## src/rtl/cps_pkg.sv

```systemverilog
package cps_pkg;

  typedef enum logic [2:0] {
    S_OFF,
    S_A_IO,
    S_A_CLK,
    S_A_RST,
    S_ON,
    S_D_CLK,
    S_D_IO,
    S_D_PWR
  } seqState_t;

  typedef struct packed {
    logic pwrOn;
    logic ioOn;
    logic clkOn;
    logic rstFollow;
    logic rstLow;
    logic clkOff;
    logic ioOff;
    logic pwrOff;
    logic loadAct;
    logic loadDeact;
    logic setFault;
  } seqStrobe_t;

endpackage

```

## src/rtl/cps_datapath.sv

```systemverilog
module cps_datapath
  import cps_pkg::*;
#(
  parameter int LOCKOUT_CYCLES = 1_000_000,
  parameter int STEP_W         = 8,
  parameter int DEACT_GAP      = 4
) (
  input  logic              clk,
  input  logic              rstN,
  input  seqStrobe_t        strobe,
  input  logic              cmdN,
  input  logic              hostRst,
  input  logic              cardPresent,
  input  logic              vddGood,
  input  logic [STEP_W-1:0] actGap,
  output logic              lockDone,
  output logic              gapDone,
  output logic              cmdFall,
  output logic              supplyEn,
  output logic              ioEn,
  output logic              clkEn,
  output logic              cardRst,
  output logic              statusN
);

  localparam int LOCK_W = $clog2(LOCKOUT_CYCLES + 1);
  localparam logic [LOCK_W-1:0] LOCK_END = LOCK_W'(LOCKOUT_CYCLES);
  localparam logic [STEP_W-1:0] DEACT_LOAD = STEP_W'(DEACT_GAP);

  logic [LOCK_W-1:0] lockCnt;
  logic [STEP_W-1:0] gapCnt;
  logic              cmdPrev;
  logic              faultFlag;

  // power-on lockout, restarted whenever the digital supply drops
  always_ff @(posedge clk or negedge rstN) begin
    if (!rstN)                 lockCnt <= '0;
    else if (!vddGood)         lockCnt <= '0;
    else if (lockCnt != LOCK_END) lockCnt <= lockCnt + 1'b1;
  end
  assign lockDone = (lockCnt == LOCK_END) && vddGood;

  // command edge detector
  always_ff @(posedge clk or negedge rstN) begin
    if (!rstN) cmdPrev <= 1'b1;
    else       cmdPrev <= cmdN;
  end
  assign cmdFall = cmdPrev && !cmdN;

  // step spacing counter
  always_ff @(posedge clk or negedge rstN) begin
    if (!rstN)                 gapCnt <= '0;
    else if (strobe.loadAct)   gapCnt <= actGap;
    else if (strobe.loadDeact) gapCnt <= DEACT_LOAD;
    else if (gapCnt != '0)     gapCnt <= gapCnt - 1'b1;
  end
  assign gapDone = (gapCnt == '0);

  // card-facing enables
  always_ff @(posedge clk or negedge rstN) begin
    if (!rstN) begin
      supplyEn <= 1'b0;
      ioEn     <= 1'b0;
      clkEn    <= 1'b0;
      cardRst  <= 1'b0;
    end else begin
      if (strobe.pwrOn)       supplyEn <= 1'b1;
      else if (strobe.pwrOff) supplyEn <= 1'b0;
      if (strobe.ioOn)        ioEn <= 1'b1;
      else if (strobe.ioOff)  ioEn <= 1'b0;
      if (strobe.clkOn)       clkEn <= 1'b1;
      else if (strobe.clkOff) clkEn <= 1'b0;
      if (strobe.rstLow)         cardRst <= 1'b0;
      else if (strobe.rstFollow) cardRst <= hostRst;
    end
  end

  // fault indication, meaningful only while the command is low
  always_ff @(posedge clk or negedge rstN) begin
    if (!rstN)                faultFlag <= 1'b0;
    else if (cmdN)            faultFlag <= 1'b0;
    else if (strobe.setFault) faultFlag <= 1'b1;
  end
  assign statusN = cmdN ? cardPresent : !faultFlag;

  AST_CLK_NEEDS_IO: assert property (@(posedge clk) disable iff (!rstN) clkEn |-> ioEn);
  AST_IO_NEEDS_PWR: assert property (@(posedge clk) disable iff (!rstN) ioEn |-> supplyEn);
  AST_RST_NEEDS_CLK: assert property (@(posedge clk) disable iff (!rstN) cardRst |-> clkEn);
  AST_FLAG_CLEARS: assert property (@(posedge clk) disable iff (!rstN) cmdN |=> (statusN == cardPresent) || !cmdN);

endmodule

```

## src/rtl/cps_control.sv

```systemverilog
module cps_control
  import cps_pkg::*;
(
  input  logic       clk,
  input  logic       rstN,
  input  logic       cmdN,
  input  logic       cardPresent,
  input  logic       faultOverCurrent,
  input  logic       faultOverTemp,
  input  logic       faultCardSupply,
  input  logic       vddGood,
  input  logic       lockDone,
  input  logic       gapDone,
  input  logic       cmdFall,
  output seqStrobe_t strobe
);

  seqState_t state, stateNext;
  logic faultAny, healthy, abortReq, faultCause;

  assign faultAny   = faultOverCurrent || faultOverTemp || faultCardSupply;
  assign healthy    = cardPresent && !faultAny && vddGood;
  assign abortReq   = cmdN || !healthy;
  assign faultCause = !cmdN && !healthy;

  always_ff @(posedge clk or negedge rstN) begin
    if (!rstN) state <= S_OFF;
    else       state <= stateNext;
  end

  always_comb begin
    strobe    = '0;
    stateNext = state;
    unique case (state)
      S_OFF: begin
        if (cmdFall && lockDone) begin
          if (healthy) begin
            strobe.pwrOn   = 1'b1;
            strobe.loadAct = 1'b1;
            stateNext      = S_A_IO;
          end else begin
            strobe.setFault = 1'b1;
          end
        end
      end
      S_A_IO, S_A_CLK, S_A_RST, S_ON: begin
        if (abortReq) begin
          strobe.rstLow    = 1'b1;
          strobe.loadDeact = 1'b1;
          strobe.setFault  = faultCause;
          stateNext        = S_D_CLK;
        end else if (state == S_ON) begin
          strobe.rstFollow = 1'b1;
        end else if (gapDone) begin
          unique case (state)
            S_A_IO: begin
              strobe.ioOn    = 1'b1;
              strobe.loadAct = 1'b1;
              stateNext      = S_A_CLK;
            end
            S_A_CLK: begin
              strobe.clkOn   = 1'b1;
              strobe.loadAct = 1'b1;
              stateNext      = S_A_RST;
            end
            default: begin
              strobe.rstFollow = 1'b1;
              stateNext        = S_ON;
            end
          endcase
        end
      end
      S_D_CLK: begin
        if (gapDone) begin
          strobe.clkOff    = 1'b1;
          strobe.loadDeact = 1'b1;
          stateNext        = S_D_IO;
        end
      end
      S_D_IO: begin
        if (gapDone) begin
          strobe.ioOff     = 1'b1;
          strobe.loadDeact = 1'b1;
          stateNext        = S_D_PWR;
        end
      end
      default: begin
        if (gapDone) begin
          strobe.pwrOff = 1'b1;
          stateNext     = S_OFF;
        end
      end
    endcase
  end

  AST_LOCKOUT_HOLDS: assert property (@(posedge clk) disable iff (!rstN) (state == S_OFF && !lockDone) |=> state == S_OFF);
  AST_EDGE_ONLY: assert property (@(posedge clk) disable iff (!rstN) (state == S_OFF && !cmdFall) |=> state == S_OFF);
  AST_REJECT_STAYS_OFF: assert property (@(posedge clk) disable iff (!rstN) (state == S_OFF && !cardPresent) |=> state == S_OFF);
  AST_FAULT_SHUTS: assert property (@(posedge clk) disable iff (!rstN) (state == S_ON && faultAny) |=> state == S_D_CLK);
  AST_HOST_RELEASE: assert property (@(posedge clk) disable iff (!rstN) (state == S_ON && cmdN) |=> state == S_D_CLK);

endmodule

```

## src/rtl/card_power_seq.sv

```systemverilog
module card_power_seq
  import cps_pkg::*;
#(
  parameter int LOCKOUT_CYCLES = 1_000_000,
  parameter int STEP_W         = 8,
  parameter int DEACT_GAP      = 4
) (
  input  logic              clk,
  input  logic              rstN,
  input  logic              cmdN,
  input  logic              hostRst,
  input  logic              cardPresent,
  input  logic              faultOverCurrent,
  input  logic              faultOverTemp,
  input  logic              faultCardSupply,
  input  logic              vddGood,
  input  logic [STEP_W-1:0] actGap,
  output logic              supplyEn,
  output logic              ioEn,
  output logic              clkEn,
  output logic              cardRst,
  output logic              statusN
);

  seqStrobe_t strobe;
  logic lockDone, gapDone, cmdFall;

  cps_control u_control (
    .clk              (clk),
    .rstN             (rstN),
    .cmdN             (cmdN),
    .cardPresent      (cardPresent),
    .faultOverCurrent (faultOverCurrent),
    .faultOverTemp    (faultOverTemp),
    .faultCardSupply  (faultCardSupply),
    .vddGood          (vddGood),
    .lockDone         (lockDone),
    .gapDone          (gapDone),
    .cmdFall          (cmdFall),
    .strobe           (strobe)
  );

  cps_datapath #(
    .LOCKOUT_CYCLES (LOCKOUT_CYCLES),
    .STEP_W         (STEP_W),
    .DEACT_GAP      (DEACT_GAP)
  ) u_datapath (
    .clk         (clk),
    .rstN        (rstN),
    .strobe      (strobe),
    .cmdN        (cmdN),
    .hostRst     (hostRst),
    .cardPresent (cardPresent),
    .vddGood     (vddGood),
    .actGap      (actGap),
    .lockDone    (lockDone),
    .gapDone     (gapDone),
    .cmdFall     (cmdFall),
    .supplyEn    (supplyEn),
    .ioEn        (ioEn),
    .clkEn       (clkEn),
    .cardRst     (cardRst),
    .statusN     (statusN)
  );

endmodule

```

## config.mk

```make
export PLATFORM = sky130hd
export DESIGN_NAME = card_power_seq
export DESIGN_NICKNAME = d
export VERILOG_FILES = /design/src/rtl/cps_pkg.sv /design/src/rtl/cps_datapath.sv /design/src/rtl/cps_control.sv /design/src/rtl/card_power_seq.sv
export SDC_FILE = /design/constraint.sdc
export NUM_CORES = 1
export LEC_CHECK = 0
export CAP_MARGIN = 10
export CORE_ASPECT_RATIO = 0.75
export CORE_MARGIN = 2
export CORE_UTILIZATION = 54
export CTS_BUF_LIST = sky130_fd_sc_hd__clkbuf_16
export CTS_CLUSTER_DIAMETER = 80
export DETAILED_ROUTE_END_ITERATION = 6
export GPL_ROUTABILITY_DRIVEN = 0
export GPL_TIMING_DRIVEN = 0
export PLACE_DENSITY = 0.86
export SYNTH_ARGS = -nofsm -noshare
export SYNTH_HDL_FRONTEND = slang
export SYNTH_SLANG_ARGS = --single-unit
```

## constraint.sdc

```tcl
create_clock -name clk -period 2.7 [get_ports clk]
set_input_delay 0.54 -clock clk [delete_from_list [all_inputs] [get_ports clk]]
set_output_delay 0.54 -clock clk [all_outputs]
set_load 0.1 [all_outputs]
```

Word level (Yosys, flattened, before mapping). Cells that the tools add are included.

Register bits: 37. Bits of input ports: 17. Output and inout bits: 5. Word-level logic and storage cells: 106.

Add/sub/neg operators: 2. Equal/unequal tests: 15. Mux-type cells: 52. Reductions and logical operators: 28.

Operators by type and width (number): $mux W20 (2); $mux W3 (10); $mux W1 (29); $mux W8 (3); $add A20 B1 Y20 const B (1); $eq A20 B20 Y1 const B (1); $ne A20 B20 Y1 const B (1); $pmux W3 S4 (1); $reduce_bool A2 Y1 (5); $eq A3 B3 Y1 const B (3); $logic_not A8 Y1 (1); $reduce_bool A8 Y1 (1); $sub A8 B1 Y8 const B (1); $reduce_and A7 Y1 (1); $reduce_or A7 Y1 (1); $eq A3 B2 Y1 const B (2); $logic_and A1 B1 Y1 (6); $ne A2 B1 Y1 const B (3); $ne A3 B2 Y1 const B (2); $pmux W1 S2 (3); $pmux W3 S2 (1); $reduce_bool A3 Y1 (2); $logic_not A1 Y1 (4); $mux W2 (2); other kinds (7) (11).

Longest topological paths before layout. Gate-level depths: netlist of the first run.

Depth in word-level cells: 11. Gate-level depth with buffers: 8. Depth with buffers taken out: 7.

Cells and area by module. From an unflattened synthesis of the first run, not the netlist that was laid out.

Cells, all modules: 245. Area total of the unflattened synthesis: 2195.9 um2.

Modules (own cells, without submodules): cps_datapath (times used 1, cells each 193, area an instance 1820.5 um2, seq. area each 852.1 um2); cps_control (times used 1, cells each 52, area an instance 375.4 um2, seq. area each 75.1 um2).

Worst setup path before layout of the first run. No wires, ideal clock.

Path type: flip-flop to flip-flop. Start point: register u_datapath.gapCnt[0]. End point: register u_datapath.gapCnt[0]. Setup time: 125 ps. Data arrival time: 1970 ps. Data required time: 2575 ps. Slack: 605 ps. Cell stages (with the launch flop): 9. Path buffers: 1. Clock period less this slack: 2095 ps. Cells stage by stage: dfrtp_1 -> inv_1 -> ha_1 -> or3b_2 -> clkbuf_1 -> nor3_4 -> a221oi_2 -> and3_1 -> mux2_2.

Longest elaborated chain between the ends: 6. Elaborated cells on any way between the ends: 13. Those cells by class: add/sub (1); mux (9); reduce/logical (3).

Ends and longest elaborated chain: from (decl) (line cps_datapath.sv:31) `logic [STEP_W-1:0] gapCnt;`; from (signal assigned) (line cps_datapath.sv:53) `else if (strobe.loadAct) gapCnt <= actGap;`; from (signal assigned) (line cps_datapath.sv:55) `else if (gapCnt != '0) gapCnt <= gapCnt - 1'b1;`; branches (longest 6 deep; another with $sub A8 B1 Y8).

Parallel ways; which one is timed is not known. The select of a mux whose other input is x is not followed. A chain may end at the register's enable or synchronous reset.

Worst setup path after layout of the first run.
Start point: input cmdN. End point: output statusN.

Longest elaborated chain between the ends: 1.

Ends and longest elaborated chain: from (decl) (line card_power_seq.sv:10) `input logic cmdN,`; $mux W1 (line cps_datapath.sv:84) `assign statusN = cmdN ? cardPresent : !faultFlag;`; to (decl) (line card_power_seq.sv:22) `output logic statusN`.

No other way between the ends.

==> results of run 1 <==
==> worst max-delay path, delay by kind of cell <==
| family | cells | cell delay (ns) |
|---|---|---|
| buf+inv | 2 | 1.12 |
| mux | 1 | 0.38 |
==> state kept, by name (all words and copies together) (netlist names) <==
name / count
u_datapath.lockCnt: 20
u_datapath.gapCnt: 8
u_control.state: 3
u_datapath.cardRst: 1
u_datapath.clkEn: 1
u_datapath.cmdPrev: 1
u_datapath.faultFlag: 1
u_datapath.ioEn: 1
u_datapath.supplyEn: 1
==> metal layers <==
metal / wire length (um) / vias up
met5: 0 / -
met4: 72 / 0
met3: 322 / 6
met2: 2010 / 60
met1: 2440 / 894
li1: - / 916
==> layout make-up <==
cell class              instances  area (um^2)
inverters                      11         41.3
multi-input cells             183         1240
plain buffers                   8         38.8
well taps                      55         68.8
clock inverters                 3         12.5
repair buffers                 21          206
flip-flops and latches         37          927
fillers                       323         1370
clock buffers                   5          125
==> power breakdown <==
part | internal [mW] | switching, mW | total, mW
sequential | 0.636 | 0.0900 | 0.726
combinational | 0.283 | 0.306 | 0.589
clock | 0.333 | 0.214 | 0.547
total | 1.25 | 0.610 | 1.86
==> worst min path at each step <==
stage | startpoint | to | slack, ns | depth (start not counted)
detailed placement | u_datapath.supplyEn | u_datapath.supplyEn | 0.47 | 1
global placement | u_datapath.supplyEn | u_datapath.supplyEn | 0.46 | 1
global route | rstN | u_datapath.lockCnt[14] | 0.43 | 1
floorplan | rstN | u_control.state[0] | 0.24 | 0
CTS | rstN | u_datapath.lockCnt[15] | 0.39 | 1
finish | rstN | u_datapath.lockCnt[14] | 0.36 | 1
==> metrics by stage <==
| stage | instances | TNS (ns) | hold WS, ns | worst slack [ns] | power [mW] |
|---|---|---|---|---|---|
| finish | 323 | 0 | 0.357 | 0.118 | 1.86 |
| global route | 323 | 0 | 0.425 | 0.0897 | 1.97 |
| CTS | 323 | 0 | 0.391 | 0.119 | 1.87 |
| detailed placement | 315 | -0.373 | 0.468 | -0.373 | 1.31 |
| global placement | 315 | -0.349 | 0.460 | -0.349 | 1.29 |
| floorplan | 239 | 0 | 0.244 | 0.605 | 1.16 |
==> layout by cell type (no fill, tap or decap), drive strengths merged, types with 2 or more instances in the layout <==
master / Yosys / routed
dfrtp: 36 / 36
clkdlybuf4s50: 0 / 19
and2: 18 / 18
nor2: 17 / 17
xnor2: 16 / 16
nor3: 13 / 13
nand2: 12 / 12
inv: 11 / 11
clkbuf: 6 / 11
o21ai: 10 / 10
xor2: 8 / 8
nand4: 8 / 8
a21oi: 7 / 7
nand3: 7 / 7
a21o: 6 / 6
nor4: 6 / 6
or3: 5 / 5
mux2: 4 / 4
and4: 4 / 4
ha: 4 / 4
nor4b: 3 / 3
a41oi: 3 / 3
and3: 3 / 3
buf: 2 / 3
clkinv: 0 / 3
or3b: 2 / 2
and3b: 2 / 2
nand4b: 2 / 2
o211ai: 2 / 2
nand2b: 2 / 2
a31oi: 2 / 2
a21boi: 2 / 2
mux2i: 2 / 2
nor2b: 2 / 2
or4: 2 / 2
==> kinds of logic after synthesis <==
logic type / after synthesis / share of synthesized area
buffers and inverters: 19 / 0.0357
DFF: 37 / 0.413
AOI/OAI and AO/OA: 38 / 0.114
xor gates and xnor gates: 24 / 0.0936
adders and majority gates: 4 / 0.0223
and+or+nand+nor: 111 / 0.293
muxes: 6 / 0.0290
==> repair_timing <==
item,4_1_cts,5_1_grt
hold buffers,0,0
resized for setup,3,0
setup endpoints to repair,1,0
==> synthesized netlist by cell type, types with 2 or more instances <==
cell,instances,area [um^2]
a41oi_1,3,26.3
nand2b_1,2,12.5
o21ai_0,9,45.0
a31oi_1,2,12.5
xnor2_1,16,140
mux2i_1,2,20.0
nand3_1,7,35.0
a21oi_1,7,35.0
nor4_1,5,31.3
o211ai_1,2,15.0
mux2_2,4,45.0
a21o_1,6,45.0
and4_1,4,35.0
nor4b_1,3,26.3
and3b_1,2,17.5
and2_1,18,113
nand4_1,8,50.1
nand4b_1,2,17.5
nor2b_1,2,12.5
xor2_1,8,70.1
ha_1,4,50.1
or3_1,5,31.3
a21boi_0,2,15.0
nor3_1,12,60.1
clkbuf_1,6,22.5
nor2_1,17,63.8
nand2_1,12,45.0
dfrtp_1,36,901
inv_1,11,41.3
or3b_2,2,17.5
and3_1,3,18.8
==> flow_metrics.env, run 1 <==
export IMPL_fin_nets=288
export IMPL_fp_row_count=20
export IMPL_slew_headroom=0.327
export IMPL_period_share=0.956
export IMPL_cp_end_kind="primary output"
export IMPL_avgSynthCellArea_um2=9.40
export IMPL_p_leak_nw=1.12
export IMPL_cts_buffers=5
export IMPL_place_area_mm2=0.00252
export IMPL_via_per_inst=5.81
export IMPL_cts_buffer_depth=2
export IMPL_worstPathCellList="clkdlybuf4s50_1, mux2_2, clkdlybuf4s15_2"
export IMPL_async_flop_share=1.00
export IMPL_syn_inst=239
export IMPL_vias=1876
export IMPL_ys_warnings_count=0
export IMPL_die_x_um=78.5
export IMPL_tightest_slew_ns=1.01
export IMPL_grt_max_degree=38
export IMPL_maxCapViolations=0
export IMPL_drt_initial_drc_count=327
export IMPL_ios=22
export IMPL_root_buffer="clkbuf_16"
export IMPL_drive_gt1_frac=0.0821
export IMPL_busiest_layer="met1"
export IMPL_synthToLayoutAreaGrowth_pct=18.4
export IMPL_r2r_end="u_datapath.gapCnt[1]"
export IMPL_r2r_start="u_datapath.gapCnt[0]"
export IMPL_die_h_um=59.9
export IMPL_clock_sinks=37
export IMPL_final_hold_violation_count=0
export IMPL_slew_viol_final=0
export IMPL_grt_util_all_layers=0.228
export IMPL_synth_net_count=260
export IMPL_r2r_slack_ns=0.36
export IMPL_synth_edf_count=0
export IMPL_die_area_mm2=0.00470
export IMPL_wire_per_inst_um=15.0
export IMPL_outcome="complete, no violations"
export IMPL_route_detailed_drc=0
export IMPL_yosysSeqAreaShare=0.413
export IMPL_use_met1=0.339
export IMPL_finalSetupViolCount=0
export IMPL_grt_pass1_vias=1710
export IMPL_grt_antenna_before_repair=0
export IMPL_timing_fmax_ghz=0.387
export IMPL_fp_coreArea_mm2=0.00403
export IMPL_grt_pass1_wl_um=8090
export IMPL_ys_types=48
export IMPL_synth_flop_cell="dfrtp_1"
export IMPL_cts_setup_buffers=0
export IMPL_use_met3=0.0604
export IMPL_insertion_delay_ns=0.28
export IMPL_post_route_util=0.660
export IMPL_cp_slowest_cell="clkdlybuf4s50_1"
export IMPL_path_max_fanout=9
export IMPL_antennaDiodeCount=0
export IMPL_hold_path_class="in -> async"
export IMPL_clock_skew_ns=0.00420
export IMPL_final_cell_area_mm2=0.00266
export IMPL_ys_ff_latch=37
export IMPL_grt_overflow_total=0
export IMPL_p_per_area_mw_per_mm2=700
export IMPL_final_min_clock_period_ns=2.58
export IMPL_rsz0062_at_grt="false"
export IMPL_ant_nets=0
export IMPL_cts_tree="built"
export IMPL_htree_levels=2
export IMPL_crit_type="in -> out"
export IMPL_startpoint_type="input pin"
export IMPL_worstRegToRegCells=8
export IMPL_cp_startpoint="cmdN"
export IMPL_wl_um=4840
export IMPL_syn_area_mm2=0.00225
export IMPL_worstPathArrival_ns=2.04
export IMPL_cp_endpoint="statusN"
export IMPL_slowest_delay_ns=0.66
export IMPL_portBuffers=21
export IMPL_start_util=0.557
export IMPL_use_met2=0.319
export IMPL_dp_hpwl_um=3500
export IMPL_clkTransAtPathRegs_ns=0.05
export IMPL_ir_drop_v=0.000385
export IMPL_dr_pass1_iters=4
export IMPL_required_ns=2.16
Power figures use the tool's default switching activity.
==> inputs of run 2 (changes only) <==
--- a/config.mk
+++ b/config.mk
@@ -8,13 +8,13 @@
 export CAP_MARGIN = 10
 export CORE_ASPECT_RATIO = 0.75
 export CORE_MARGIN = 2
-export CORE_UTILIZATION = 54
+export CORE_UTILIZATION = 50
 export CTS_BUF_LIST = sky130_fd_sc_hd__clkbuf_16
 export CTS_CLUSTER_DIAMETER = 80
 export DETAILED_ROUTE_END_ITERATION = 6
 export GPL_ROUTABILITY_DRIVEN = 0
 export GPL_TIMING_DRIVEN = 0
-export PLACE_DENSITY = 0.86
+export PLACE_DENSITY = 0.81
 export SYNTH_ARGS = -nofsm -noshare
 export SYNTH_HDL_FRONTEND = slang
 export SYNTH_SLANG_ARGS = --single-unit
==> run 2 against run 1 <==
  * Critical path type unchanged
  * Cell count rose by 0.31%
  * Critical path depth did not move
  * Total power fell by 0.96%
  * Sequential share of layout area barely moved
  * Worst hold slack got worse by 0.011 ns
  * Highest routed layer unchanged
  * Largest power group unchanged
  * Routed wire length rose by 1.9%
  * Fmax rose by 0.36%
  * Sequential power barely moved
==> flow_metrics.env, run 2 (synthesis results as in run 1) <==
export IMPL_outcome="complete, no violations"
export IMPL_final_common_cell="dfrtp_1"
export IMPL_timing_fmax_ghz=0.389
export IMPL_cp_slowest_cell="clkdlybuf4s50_1"
export IMPL_cp_end_kind="primary output"
export IMPL_via_per_inst=5.70
export IMPL_clock_sinks=37
export IMPL_cts_setup_buffers=0
export IMPL_startpoint_type="input pin"
export IMPL_path_max_fanout=9
export IMPL_slew_viol_final=0
export IMPL_grt_util_all_layers=0.215
export IMPL_critical_path_buf_inv_count=2
export IMPL_portBuffers=21
export IMPL_busiest_layer="met1"
export IMPL_ios=22
export IMPL_crit_type="in -> out"
export IMPL_antennaDiodeCount=0
export IMPL_start_util=0.512
export IMPL_ant_nets=0
export IMPL_layout_common_cells="36 x dfrtp_1, 19 x clkdlybuf4s50_1, 18 x and2_1, 17 x nor2_1, 16 x xnor2_1"
export IMPL_largest_register="u_datapath.lockCnt"
export IMPL_p_leak_nw=1.12
export IMPL_grt_antenna_before_repair=0
export IMPL_wire_per_inst_um=15.2
export IMPL_drt_initial_drc_count=163
export IMPL_clock_skew_ns=0.00724
export IMPL_fp_row_count=21
export IMPL_slowest_delay_ns=0.65
export IMPL_wl_um=4930
export IMPL_rsz0062_at_grt="false"
export IMPL_grt_overflow_total=0
export IMPL_route_detailed_drc=0
export IMPL_use_met2=0.288
export IMPL_vias=1848
export IMPL_cts_tree="built"
export IMPL_clkTransAtPathRegs_ns=0.06
export IMPL_root_buffer="clkbuf_16"
export IMPL_top_regs="u_datapath.lockCnt x20, u_datapath.gapCnt x8, u_control.state x3"
export IMPL_die_h_um=62.0
export IMPL_tightest_slew_ns=1.02
export IMPL_worstPathArrival_ns=2.03
export IMPL_stdcell_count=324
export IMPL_grt_max_degree=38
export IMPL_dr_pass1_iters=4
export IMPL_grt_pass1_vias=1650
export IMPL_fillerInstances=378
export IMPL_dp_hpwl_um=3600
export IMPL_use_met1=0.346
export IMPL_htree_levels=2
export IMPL_cts_buffers=5
export IMPL_largest_reg_flops=20
export IMPL_maxCapViolations=0
export IMPL_cts_buffer_depth=2
export IMPL_fin_setup_tns_ns=0
export IMPL_crit_family="buffers and inverters"
export IMPL_die_area_mm2=0.00505
export IMPL_final_hold_violation_count=0
export IMPL_die_x_um=81.4
export IMPL_hold_path_class="in -> async"
export IMPL_p_per_area_mw_per_mm2=694
export IMPL_dp_cells=317
export IMPL_use_met3=0.0419
export IMPL_finalSetupViolCount=0
export IMPL_synthToLayoutAreaGrowth_pct=18.3
export IMPL_period_share=0.953
export IMPL_slew_headroom=0.318
export IMPL_multi_input_area_mm2=0.00124
export IMPL_fin_nets=288
export IMPL_fp_coreArea_mm2=0.00439
export IMPL_final_min_clock_period_ns=2.57
export IMPL_ir_drop_v=0.000352
export IMPL_required_ns=2.16
export IMPL_grt_pass1_wl_um=8100
export IMPL_seq_area_um2=927
export IMPL_insertion_delay_ns=0.28
export IMPL_drive_gt1_frac=0.0787
export IMPL_worstPathCellList="clkdlybuf4s50_1, mux2_2, clkdlybuf4s15_2"
run 2: path summary, 6_finish.rpt:
kind,cells past startpoint,slack (ns),from,endpoint
min,1,0.35,rstN,u_datapath.cardRst
min in group clk,1,0.51,u_datapath.supplyEn,u_datapath.supplyEn
max reg2reg,8,0.36,u_datapath.gapCnt[0],u_datapath.gapCnt[1]
min reg2reg,1,0.51,u_datapath.supplyEn,u_datapath.supplyEn
max in group asynchronous,1,1.81,rstN,u_datapath.lockCnt[17]
max,3,0.13,cmdN,statusN
run 2: through the flow:
stage / utilization / instance area [um^2] / hold WS (ns) / power, mW / setup slack [ns]
after floorplan: - / 2250 / 0.244 / 1.16 / 0.605
after global placement: 0.576 / 2530 / 0.462 / 1.29 / -0.357
after detailed placement: 0.575 / 2520 / 0.493 / 1.31 / -0.384
after CTS: 0.605 / 2660 / 0.394 / 1.85 / 0.126
after global routing: 0.605 / 2660 / 0.434 / 1.97 / 0.0461
final: 0.605 / 2660 / 0.346 / 1.84 / 0.128
run 2: worst register-to-register path, stage by stage (launching register included):
cell and delay [ns]:
dfrtp_1 0.44, inv_1 0.10, ha_1 0.16, or3b_2 0.44, clkbuf_1 0.17, nor3_4 0.33
a221oi_2 0.15, and3_1 0.17, mux2_2 0.26
run 2: final cells by class:
class,instances,area share
Clock inverter,2,0.00283
Multi-Input combinational cell,183,0.466
Sequential cell,37,0.349
Buffer,8,0.0146
Tap cell,57,0.0268
Clock buffer,5,0.0471
Timing Repair Buffer,21,0.0777
Inverter,11,0.0155
run 2: what timing repair did:
item / CTS / global route
gates resized for setup: 3 / 0
setup endpoints to repair: 1 / 0
hold buffers: 0 / 0
run 2: report_power, final:
| part | total, mW | leakage, nW | switching (mW) | internal, mW |
|---|---|---|---|---|
| logic | 0.585 | 0.571 | 0.302 | 0.283 |
| clock network | 0.537 | 0.0685 | 0.207 | 0.330 |
| registers | 0.723 | 0.480 | 0.0862 | 0.636 |
run 2: metal layers:
layer,vias to the layer above,routed length [um]
met5,-,0
met4,0,23
met3,2,320
met2,53,2010
met1,881,2570
li1,912,-
==> inputs of run 3 (changes only) <==
--- a/config.mk
+++ b/config.mk
@@ -7,7 +7,6 @@
 export LEC_CHECK = 0
 export CAP_MARGIN = 10
 export CORE_ASPECT_RATIO = 0.75
-export CORE_MARGIN = 2
 export CORE_UTILIZATION = 50
 export CTS_BUF_LIST = sky130_fd_sc_hd__clkbuf_16
 export CTS_CLUSTER_DIAMETER = 80
==> run 3 against run 2 <==
  * Combinational power is essentially flat
  * Total power grew 1.5%
  * Largest power group unchanged
  * Fmax shrank 0.76%
  * First-iteration DRC count grew 23%
  * Clock power grew 3%
  * Clock-buffer cell count is the same
  * Critical path depth is the same
  * Sequential power grew 1%
  * Register-to-register slack lost 0.02 ns
  * Cell count shrank 0.31%
==> flow_metrics.env, run 3 (synthesis results as in run 1) <==
export IMPL_slew_viol_final=0
export IMPL_clkTransAtPathRegs_ns=0.06
export IMPL_cts_buffers=5
export IMPL_ant_nets=0
export IMPL_slowest_delay_ns=0.67
export IMPL_insertion_delay_ns=0.28
export IMPL_outcome="complete, no violations"
export IMPL_timing_fmax_ghz=0.386
export IMPL_slew_headroom=0.351
export IMPL_crit_family="buffers and inverters"
export IMPL_portBuffers=21
export IMPL_grt_util_all_layers=0.249
export IMPL_dr_pass1_iters=4
export IMPL_cp_end_kind="primary output"
export IMPL_route_detailed_drc=0
export IMPL_fillerInstances=345
export IMPL_final_common_cell="dfrtp_1"
export IMPL_cts_buffer_depth=2
export IMPL_layout_common_cells="36 x dfrtp_1, 19 x clkdlybuf4s50_1, 18 x and2_1, 17 x nor2_1, 16 x xnor2_1"
export IMPL_drive_gt1_frac=0.0821
export IMPL_die_h_um=60.0
export IMPL_grt_overflow_total=0
export IMPL_grt_pass1_wl_um=8680
export IMPL_fp_row_count=20
export IMPL_worst_slack_ns=0.108
export IMPL_vias=1944
export IMPL_worstPathArrival_ns=2.05
export IMPL_tightest_slew_ns=0.971
export IMPL_startpoint_type="input pin"
export IMPL_final_min_clock_period_ns=2.59
export IMPL_cp_slowest_cell="clkdlybuf4s50_1"
export IMPL_place_ws_ns=-0.381
export IMPL_critical_path_buf_inv_count=2
export IMPL_clock_sinks=37
export IMPL_grt_pass1_vias=1773
export IMPL_p_leak_nw=1.12
export IMPL_ir_drop_v=0.000465
export IMPL_htree_levels=2
export IMPL_top_regs="u_datapath.lockCnt x20, u_datapath.gapCnt x8, u_control.state x3"
export IMPL_ios=22
export IMPL_via_per_inst=6.02
export IMPL_antennaDiodeCount=0
export IMPL_fin_setup_tns_ns=0
export IMPL_grt_antenna_before_repair=0
export IMPL_synthToLayoutAreaGrowth_pct=18.4
export IMPL_rsz0062_at_grt="false"
export IMPL_crit_type="in -> out"
export IMPL_grt_max_degree=38
export IMPL_largest_reg_flops=20
export IMPL_largest_register="u_datapath.lockCnt"
export IMPL_path_max_fanout=9
export IMPL_wl_um=5220
export IMPL_start_util=0.537
export IMPL_die_x_um=79.4
export IMPL_fp_coreArea_mm2=0.00418
export IMPL_finalSetupViolCount=0
export IMPL_period_share=0.960
export IMPL_p_per_area_mw_per_mm2=704
export IMPL_final_hold_violation_count=0
export IMPL_worstPathCellList="clkdlybuf4s50_1, mux2_2, clkdlybuf4s15_2"
export IMPL_cts_tree="built"
export IMPL_root_buffer="clkbuf_16"
export IMPL_hold_buffers=0
export IMPL_hold_path_class="in -> async"
export IMPL_maxCapViolations=0
export IMPL_die_area_mm2=0.00477
export IMPL_clock_skew_ns=0.00401
export IMPL_drt_initial_drc_count=200
export IMPL_wire_per_inst_um=16.1
export IMPL_required_ns=2.16
export IMPL_dp_hpwl_um=3720
export IMPL_fin_nets=288
-- run 3: path summary, 6_finish.rpt --
path	slack, ns	end	depth (start not counted)	from
worst max-delay path	0.11	statusN	3	cmdN
worst min-delay path	0.35	u_datapath.lockCnt[18]	1	rstN
worst max register to register	0.34	u_datapath.gapCnt[1]	8	u_datapath.gapCnt[0]
worst min register to register	0.49	u_datapath.supplyEn	1	u_datapath.supplyEn
max in group asynchronous	1.83	u_control.state[1]	1	rstN
min in group clk	0.49	u_datapath.supplyEn	1	u_datapath.supplyEn
-- run 3: power breakdown --
part | internal (mW) | switching (mW) | leakage (nW)
registers | 0.636 | 0.0939 | 0.480
clock network | 0.334 | 0.221 | 0.0687
logic | 0.283 | 0.305 | 0.571
-- run 3: what timing repair did --
action	4_1_cts	5_1_grt
gates resized for setup	3	0
endpoints found under the setup margin	1	0
setup buffers	0	0
-- run 3: per-layer routing --
layer | global-route usage | routed length (um) | up-vias
met5 | 0 | 0 | -
li1 | - | - | 920
met2 | 0.344 | 2190 | 77
met1 | 0.376 | 2600 | 942
met3 | 0.0489 | 361 | 5
met4 | 0.109 | 60 | 0
-- run 3: worst reg2reg max path, stage by stage, from the launching register on --
cell and delay, ns:
dfrtp_1 0.44, inv_1 0.11, ha_1 0.16, or3b_2 0.43, clkbuf_1 0.18, nor3_4 0.35
a221oi_2 0.15, and3_1 0.17, mux2_2 0.26
-- run 3: final cells by class --
| class | count | area [um^2] | share of cell area |
|---|---|---|---|
| multi-input cells | 183 | 1240 | 0.466 |
| flip-flops and latches | 37 | 927 | 0.349 |
| repair buffers | 21 | 206 | 0.0776 |
| clock buffers | 5 | 125 | 0.0471 |
| well taps | 55 | 68.8 | 0.0259 |
| inverters | 11 | 41.3 | 0.0155 |
| plain buffers | 8 | 38.8 | 0.0146 |
| clock inverters | 3 | 12.5 | 0.00471 |
-- run 3: through the flow --
step	std cells	area (um^2)	power (mW)	util	hold slack [ns]
finish	323	2660	1.87	0.636	0.347
detailed placement	315	2520	1.32	0.603	0.470
floorplan	239	2250	1.16	-	0.244
global route	323	2660	1.98	0.636	0.421
CTS	323	2660	1.88	0.636	0.389
global placement	315	2520	1.30	0.604	0.460
